`config.mk`:
```
export PLATFORM = sky130hd
export DESIGN_NAME = tx_defer_timer
export DESIGN_NICKNAME = d
export VERILOG_FILES = /design/src/rtl/txd_pkg.sv /design/src/rtl/txd_cfg_capture.sv /design/src/rtl/txd_cycle_counter.sv /design/src/rtl/txd_sequencer.sv /design/src/rtl/tx_defer_timer.sv
export SDC_FILE = /design/constraint.sdc
export NUM_CORES = 1
export LEC_CHECK = 0
export ABC_CLOCK_PERIOD_IN_PS = 4900
export BUFFER_PORTS_ARGS = -buffer_cell sky130_fd_sc_hd__buf_2
export CORE_MARGIN = 2
export CORE_UTILIZATION = 60
export CTS_CLUSTER_DIAMETER = 60
export DETAILED_ROUTE_END_ITERATION = 10
export PLACE_DENSITY = 0.87
export SYNTH_ARGS = -nofsm -noshare
export SYNTH_HDL_FRONTEND = slang
export SYNTH_SLANG_ARGS = --single-unit
```
`constraint.sdc`:
```
create_clock -name clk -period 4.9 [get_ports clk]
set_input_delay 0.49 -clock clk [delete_from_list [all_inputs] [get_ports clk]]
set_output_delay 0.49 -clock clk [all_outputs]
set_load 0.005 [all_outputs]
```
`src/rtl/txd_pkg.sv`:
```
package txd_pkg;
  typedef enum logic [1:0] {
    S_IDLE = 2'd0,
    S_PH1  = 2'd1,
    S_PH2  = 2'd2,
    S_GO   = 2'd3
  } txd_state_e;
endpackage

```
`src/rtl/txd_cfg_capture.sv`:
```
module txd_cfg_capture #(
  parameter int LEN_W      = 8,
  parameter int GAP_OFFSET = 3
) (
  input  logic             clk,
  input  logic             rst,
  input  logic             load_i,
  input  logic             two_part_i,
  input  logic [LEN_W-1:0] gap_len_i,
  input  logic [LEN_W-1:0] part1_len_i,
  input  logic [LEN_W-1:0] part2_len_i,
  output logic [LEN_W-1:0] len1_o,
  output logic [LEN_W-1:0] len2_o
);
  localparam logic [LEN_W-1:0] OFS = LEN_W'(GAP_OFFSET);

  logic [LEN_W-1:0] gap_eff;
  logic [LEN_W-1:0] len1_d;
  logic [LEN_W-1:0] len2_d;

  // saturating subtract of the fixed offset
  always_comb begin
    gap_eff = (gap_len_i > OFS) ? (gap_len_i - OFS) : '0;
    len1_d  = two_part_i ? part1_len_i : gap_eff;
    len2_d  = two_part_i ? part2_len_i : '0;
  end

  always_ff @(posedge clk) begin
    if (rst) begin
      len1_o <= '0;
      len2_o <= '0;
    end else if (load_i) begin
      len1_o <= len1_d;
      len2_o <= len2_d;
    end
  end

  p_gap_saturate_r4: assert property (@(posedge clk) disable iff (rst)
    (load_i && !two_part_i && (gap_len_i <= OFS)) |=> (len1_o == '0));

  p_cfg_frozen_r10: assert property (@(posedge clk) disable iff (rst)
    !load_i |=> ($stable(len1_o) && $stable(len2_o)));
endmodule

```
`src/rtl/txd_cycle_counter.sv`:
```
module txd_cycle_counter #(
  parameter int LEN_W = 8
) (
  input  logic             clk,
  input  logic             rst,
  input  logic             clear_i,
  input  logic             inc_i,
  output logic [LEN_W-1:0] cnt_o
);
  always_ff @(posedge clk) begin
    if (rst || clear_i) cnt_o <= '0;
    else if (inc_i)     cnt_o <= cnt_o + 1'b1;
  end

  p_no_wrap_r3: assert property (@(posedge clk) disable iff (rst)
    (inc_i && !clear_i) |-> (cnt_o != '1));
endmodule

```
`src/rtl/txd_sequencer.sv`:
```
module txd_sequencer
  import txd_pkg::*;
#(
  parameter int LEN_W = 8
) (
  input  logic             clk,
  input  logic             rst,
  input  logic             rdy_i,
  input  logic             carrier_i,
  input  logic             full_duplex_i,
  input  logic [LEN_W-1:0] len1_i,
  input  logic [LEN_W-1:0] len2_i,
  input  logic [LEN_W-1:0] cnt_i,
  output logic             load_o,
  output logic             clr_o,
  output logic             inc_o,
  output logic             permit_o
);
  txd_state_e st, nxt;
  logic [LEN_W:0] cnt_plus;

  assign cnt_plus = {1'b0, cnt_i} + 1'b1;

  always_comb begin
    nxt    = st;
    load_o = 1'b0;
    clr_o  = 1'b0;
    inc_o  = 1'b0;
    unique case (st)
      S_IDLE: begin
        if (rdy_i) begin
          load_o = 1'b1;
          clr_o  = 1'b1;
          nxt    = full_duplex_i ? S_GO : S_PH1;
        end
      end
      S_PH1: begin
        if (!rdy_i) begin
          clr_o = 1'b1;
          nxt   = S_IDLE;
        end else if (carrier_i) begin
          clr_o = 1'b1;
        end else if (cnt_i == len1_i) begin
          clr_o = 1'b1;
          nxt   = (len2_i == '0) ? S_GO : S_PH2;
        end else begin
          inc_o = 1'b1;
        end
      end
      S_PH2: begin
        if (!rdy_i) begin
          clr_o = 1'b1;
          nxt   = S_IDLE;
        end else if (cnt_plus == {1'b0, len2_i}) begin
          clr_o = 1'b1;
          nxt   = S_GO;
        end else begin
          inc_o = 1'b1;
        end
      end
      S_GO: begin
        if (!rdy_i) nxt = S_IDLE;
      end
      default: nxt = S_IDLE;
    endcase
  end

  always_ff @(posedge clk) begin
    if (rst) begin
      st       <= S_IDLE;
      permit_o <= 1'b0;
    end else begin
      st       <= nxt;
      permit_o <= (nxt == S_GO);
    end
  end

  p_permit_needs_ready_r8: assert property (@(posedge clk) disable iff (rst)
    permit_o |-> $past(rdy_i));

  p_withdraw_blocks_r9: assert property (@(posedge clk) disable iff (rst)
    !rdy_i |=> !permit_o);

  p_fd_immediate_r2: assert property (@(posedge clk) disable iff (rst)
    (st == S_IDLE && rdy_i && full_duplex_i) |=> permit_o);

  p_carrier_restart_r6: assert property (@(posedge clk) disable iff (rst)
    (st == S_PH1 && rdy_i && carrier_i) |=> (st == S_PH1 && cnt_i == '0));

  p_part2_runs_on_r7: assert property (@(posedge clk) disable iff (rst)
    (st == S_PH2 && rdy_i) |=> (st == S_PH2 || st == S_GO));

  p_ph1_bound_r3: assert property (@(posedge clk) disable iff (rst)
    (st == S_PH1) |-> (cnt_i <= len1_i));
endmodule

```
`src/rtl/tx_defer_timer.sv`:
```
module tx_defer_timer #(
  parameter int LEN_W      = 8,
  parameter int GAP_OFFSET = 3
) (
  input  logic             clk,
  input  logic             rst,
  input  logic             carrier_i,
  input  logic             frame_rdy_i,
  input  logic             two_part_i,
  input  logic             full_duplex_i,
  input  logic [LEN_W-1:0] gap_len_i,
  input  logic [LEN_W-1:0] part1_len_i,
  input  logic [LEN_W-1:0] part2_len_i,
  output logic             tx_permit_o
);
  logic [LEN_W-1:0] len1, len2, cnt;
  logic load, clr, inc;

  txd_cfg_capture #(.LEN_W(LEN_W), .GAP_OFFSET(GAP_OFFSET)) u_cfg (
    .clk(clk), .rst(rst), .load_i(load), .two_part_i(two_part_i),
    .gap_len_i(gap_len_i), .part1_len_i(part1_len_i), .part2_len_i(part2_len_i),
    .len1_o(len1), .len2_o(len2)
  );

  txd_cycle_counter #(.LEN_W(LEN_W)) u_cnt (
    .clk(clk), .rst(rst), .clear_i(clr), .inc_i(inc), .cnt_o(cnt)
  );

  txd_sequencer #(.LEN_W(LEN_W)) u_seq (
    .clk(clk), .rst(rst), .rdy_i(frame_rdy_i), .carrier_i(carrier_i),
    .full_duplex_i(full_duplex_i), .len1_i(len1), .len2_i(len2), .cnt_i(cnt),
    .load_o(load), .clr_o(clr), .inc_o(inc), .permit_o(tx_permit_o)
  );

  p_reset_quiet_r1: assert property (@(posedge clk)
    $past(rst) |-> !tx_permit_o);
endmodule

```
# ---- After elaboration in Yosys (flattened, before gate mapping)
# Cells that the tools add are included.
# W data, S select, Z words.
dict set report op_classes {
  add_sub_neg 3
  mul 0
  div 0
  order_cmp 1
  n_eq_ne 6
  n_shift 0
  mux 27
  bitwise 0
  reduce_logical 3
}
# op n
set ops {}
lappend ops {{$mux W8} 3}
lappend ops {{$mux W2} 8}
lappend ops {{$mux W1} 13}
lappend ops {{$add A8 B1 Y9 const B} 1}
lappend ops {{$eq A9 B8 Y1} 1}
lappend ops {{$add A8 B1 Y8 const B} 1}
lappend ops {{$eq A8 B8 Y1} 1}
lappend ops {{$gt A8 B2 Y1 const B} 1}
lappend ops {{$logic_not A8 Y1} 1}
lappend ops {{$pmux W2 S4} 1}
lappend ops {{$sub A8 B2 Y8 const B} 1}
lappend ops {{$eq A2 B2 Y1 const B} 3}
lappend ops {{$pmux W1 S3} 1}
lappend ops {{$eq A2 B1 Y1 const B} 1}
lappend ops {{$logic_not A2 Y1} 1}
lappend ops {{$pmux W1 S2} 1}
lappend ops {{$logic_or A1 B1 Y1} 1}
dict set report word_totals {
  reg_bits 27
  latch_bits 0
  ramBits 0
  mem_bits_ro 0
  input_bits 30
  output_inout_bits 1
  elab_cells 45
  memories 0
}

# ---- Longest topological paths before layout
dict set report logic_depth {
  ltp_word 7
  ltp_mapped 10
}

# ---- By module
# From an unflattened synthesis, not the netlist that was laid out.
dict set report hier_totals {
  hier_cells 206
  area_unflattened_um2 1818.0
}
# module n_inst cells_per_inst area_per_inst_um2 seq_area_each_um2
set by_module_without_submodules {}
lappend by_module_without_submodules {txd_sequencer 1 95 782.0 60.1}
lappend by_module_without_submodules {txd_cfg_capture 1 73 690.7 320.3}
lappend by_module_without_submodules {txd_cycle_counter 1 38 345.3 160.2}

# ---- Worst setup path after synthesis
# No wires, ideal clock.
dict set report synth_path {
  path_kind {register to register}
  startpoint {register u_cnt.cnt_o[1]}
  endpoint {register u_seq.permit_o}
  arrival_ps 2038
  t_required_ps 4821
  slack_ps 2782
  path_stages_with_launch 11
  n_path_buf 3
  synth_period_minus_slack_ps 2118
  cell_sequence {dfxtp_1 -> ha_1 -> clkbuf_1 -> and3_1 -> a31oi_1 -> nor3b_1 -> and4_1 -> clkbuf_2 -> buf_4 -> nor2_1 -> a211oi_2}
}
dict set report synth_via {
  elab_chain_len 6
  word_cells_on_any_way 10
  classes_between {add/sub (1); eq/ne (3); mux (6)}
}
# item line
set synth_rtl {}
lappend synth_rtl {{from (decl)} txd_cycle_counter.sv:8} ;# output logic [LEN_W-1:0] cnt_o
lappend synth_rtl {{from (signal assigned)} txd_cycle_counter.sv:12} ;# else if (inc_i) cnt_o <= cnt_o + 1'b1;
lappend synth_rtl {{$add A8 B1 Y9 or $eq A8 B8 Y1 (tied branches)} {txd_sequencer.sv:22, txd_sequencer.sv:43}}
lappend synth_rtl {{$eq A9 B8 Y1 or $mux W2 (tied branches)} {txd_sequencer.sv:54, txd_sequencer.sv:43}}
lappend synth_rtl {{$mux W2 (on tied branches)} {txd_sequencer.sv:54, txd_sequencer.sv:41}}
lappend synth_rtl {{$mux W2 (on tied branches)} {txd_sequencer.sv:51, txd_sequencer.sv:38}}
lappend synth_rtl {{$pmux W2 S4 *} txd_sequencer.sv:29} ;# unique case (st)
lappend synth_rtl {{$eq A2 B2 Y1 *} txd_sequencer.sv:74} ;# permit_o <= (nxt == S_GO);
lappend synth_rtl {{to (signal assigned)} txd_sequencer.sv:74}
lappend synth_rtl {{to (decl)} txd_sequencer.sv:17} ;# output logic permit_o
# Every way passes the cells marked *; elsewhere a longest branch is shown, timed or not.
# A chain may end at the register's enable or synchronous reset.

# ---- Worst setup path in the final report
dict set report layout_path {
  startpoint {register u_cnt.cnt_o[0]}
  endpoint {register u_seq.st[1]}
}
dict set report layout_via {
  elab_chain_len 5
  word_cells_on_any_way 9
  classes_between {add/sub (1); eq/ne (2); mux (6)}
}
# item line
set layout_rtl {}
lappend layout_rtl {{$add A8 B1 Y9 or $eq A8 B8 Y1 (tied branches)} {txd_sequencer.sv:22, txd_sequencer.sv:43}}
lappend layout_rtl {{$eq A9 B8 Y1 or $mux W2 (tied branches)} {txd_sequencer.sv:54, txd_sequencer.sv:43}}
lappend layout_rtl {{$mux W2 (on tied branches)} {txd_sequencer.sv:54, txd_sequencer.sv:41}}
lappend layout_rtl {{$mux W2 (on tied branches)} {txd_sequencer.sv:51, txd_sequencer.sv:38}}
lappend layout_rtl {{$pmux W2 S4 *} txd_sequencer.sv:29}
lappend layout_rtl {{to (signal assigned)} txd_sequencer.sv:73} ;# st <= nxt;
lappend layout_rtl {{to (decl)} txd_sequencer.sv:19} ;# txd_state_e st, nxt;
# Marked as above.

==> impl_metrics.ini <==
[layout]
layout_common_cells = 30 x buf_2, 27 x dfxtp_1, 23 x a21oi_1
antenna_cells = 0
syn_to_final_growth_pct = 6.99
fin_nets = 287
final_common_cell = buf_2
layout-drive-gt1-share_pct = 16.5

[power_and_ir_drop]
p_leak_nw = 0.682
power.switching_mw = 0.152
powerDensity_mw_per_mm2 = 234
ir_drop_mv = 0.153
seq_power_share_pct = 52.7
p_clk_share_pct = 22.0
comb_power_share_pct = 25.2
p_int_mw = 0.314
power.share.switching_pct = 32.6

[timing]
tns_ns = 0
hold_viol_final = 0
min_period_over_period_pct = 51.3
rsz0062_at_grt = false
drv_slew = 0
period_minus_slack_ns = 2.51
setup_violations = 0
maxSlewHeadroom_pct = 64.3
tightest_slew_ns = 0.535
clock_skew_ns = 0.0132
max_freq_mhz = 398
whs_ns = 0.397

[logic_synthesis]
ys_types = 57
synth_top_area_share_pct = 29.0
syn-num-nets = 269
synth-edff-count = 0
synth_top_area_cell = dfxtp_1
seq_area_frac_synth_pct = 29.0
ys.flop_type = dfxtp_1
syn_avg_cell_area_um2 = 8.02
syn_inst = 232
synth_seq_cells = 27
ys.warnings.count = 0
ys_async_sr_fraction_pct = 0
synth_area_leaders = dfxtp_1 29%, a21oi_1 6.2%, xnor2_1 5.6%, ha_1 4.7%, nand3_1 4.3%
netlist_area_mm2 = 0.00186

[routing]
vias = 1772
post_drt_wl_per_cell_um = 14.4
viasPerCell = 6.28
wirelength_um = 4050
first_pass_iters = 5
drcViolationCount = 0
postRouteAntennaNets = 0
first_iter_violations = 125

[critical_path]
critical_path_buf_inv_count = 0
cp_slowest_cell = dfxtp_1
cp_max_fo = 16
crit_path_end_kind = flop
worstPathCellList = ha_1 -> and3_1 -> a31oi_1 -> nor3b_1 -> and4_1 -> nor3_1 -> nor3_1
crit_path_max_incr_delay_ns = 0.55
crit_family = simple AND/OR/NAND/NOR gates
start_kind = flop
arrival_ns = 2.77
critical_path.most_common_cell = nor3_1
path_class = flop to flop
worst_ep_required_time_ns = 5.16

[floorplan]
io_pins = 31
placementRows = 20
die_w_um = 59.7
start_util_pct = 62.0
die_h_um = 59.7
die-area_mm2 = 0.00356
fp.coreArea_mm2 = 0.00300

[global_route]
grt_pass1_vias = 1553
grt_max_degree = 22
overflow = 0
antenna_found_initial = 0
grt_pass1_wl_um = 6840
gr-usage-all-layers_pct = 24.8

[cts]
ctsRootBufferMaster = clkbuf_4
cts_max_path_buffers = 2
clk_latency_ns = 0.34
h-tree-depth = 1
cts_hold_buf = 0
cts.clk_slew.worst_paths_ns = 0.16
cts_buffers = 3
cts_tree = built
ctsResizeCount = 0
clock-sinks = 27
post_cts.repair.setup_buffers = 0

[run_status]
status = complete, no violations

[place]
port_buffers = 30
gp_congestion = 0.897
post-dp-hpwl_um = 2980

[worst_hold_path]
hold_path.class = primary input to flop

[run]
maxCapViolCount = 0
[path summary, 6_finish.rpt]
path                        start               to  slack [ns]  cells past startpoint
setup / recovery   u_cnt.cnt_o[0]      u_seq.st[1]        2.39                      7
setup reg to reg   u_cnt.cnt_o[0]      u_seq.st[1]        2.39                      7
hold reg to reg   u_cfg.len2_o[4]  u_cfg.len2_o[4]        0.49                      2
hold / removal     part2_len_i[6]  u_cfg.len2_o[6]        0.40                      3
[tightest hold or removal path, cell delays in order]
cell and delay (ns):
buf_2 0.09, nand3_1 0.06, a21oi_1 0.06
[through the flow]
step / utilization [%] / power, mW / cell area [µm²] / std cells / setup slack, ns
6_report: 66.3 / 0.465 / 1990 / 282 / 2.39
5_1_grt: 66.3 / 0.491 / 1990 / 282 / 2.13
4_1_cts: 66.3 / 0.465 / 1990 / 282 / 2.43
3_5_place_dp: 65.3 / 0.366 / 1960 / 278 / 2.47
3_3_place_gp: 65.3 / 0.365 / 1960 / 278 / 2.58
2_1_floorplan: - / 0.336 / 1860 / 232 / 2.78
[power groups by stage]
stage                     clock network (mW)  logic, mW  registers (mW)
final                                  0.103      0.117           0.245
after global routing                   0.111      0.133           0.247
after CTS                              0.102      0.117           0.245
after detailed placement                   0      0.116           0.250
after global placement                     0      0.115           0.250
after floorplan                            0     0.0900           0.246
[cell type report]
class                           instances  area [µm²]
Fill cell                             265        1010
Tap cell                               33        41.3
Inverter                                7        26.3
Sequential cell                        27         541
Multi-Input combinational cell        181        1200
Timing Repair Buffer                   30         150
Clock buffer                            3        22.5
Clock inverter                          1        7.51
[synth_stat cells, drive strengths merged (2+ instances only)]
cell type,count
and2,2
o311ai,2
o21ai,9
nand4,8
inv,7
nor3b,3
a211oi,4
a31oi,2
nor4,4
ha,7
dfxtp,27
xor2,5
nor4b,2
buf,8
or4,6
a221oi,7
clkbuf,9
nand2,12
nor3,13
or2,2
and4,2
a21oi,23
o31ai,6
xnor2,12
nor2,13
nand3,16
nor2b,3
[flip-flops by register name (all words and copies together) (netlist names)]
register / cells
u_cfg.len1_o: 8
u_cfg.len2_o: 8
u_cnt.cnt_o: 8
u_seq.st: 2
u_seq.permit_o: 1
[logic make-up after synthesis]
family                     after synthesis  synth area share (%)
AOI/OAI and AO/OA                       64                  22.7
xor gates and xnor gates                18                  9.21
adders and majority gates                7                  4.70
buffers and inverters                   24                  6.32
DFF                                     27                  29.0
muxes                                    2                  1.14
and+or+nand+nor                         90                  26.9
[layer usage]
layer  GRT usage, %  wire length [µm]  vias to the layer above
met2           40.2              1890                       53
met1           34.6              1850                      808
li1               -                 -                      907
met4           6.03                50                        0
met5              0                 0                        -
met3           3.46               264                        4
Note: power is estimated with default switching activity, not from simulation.
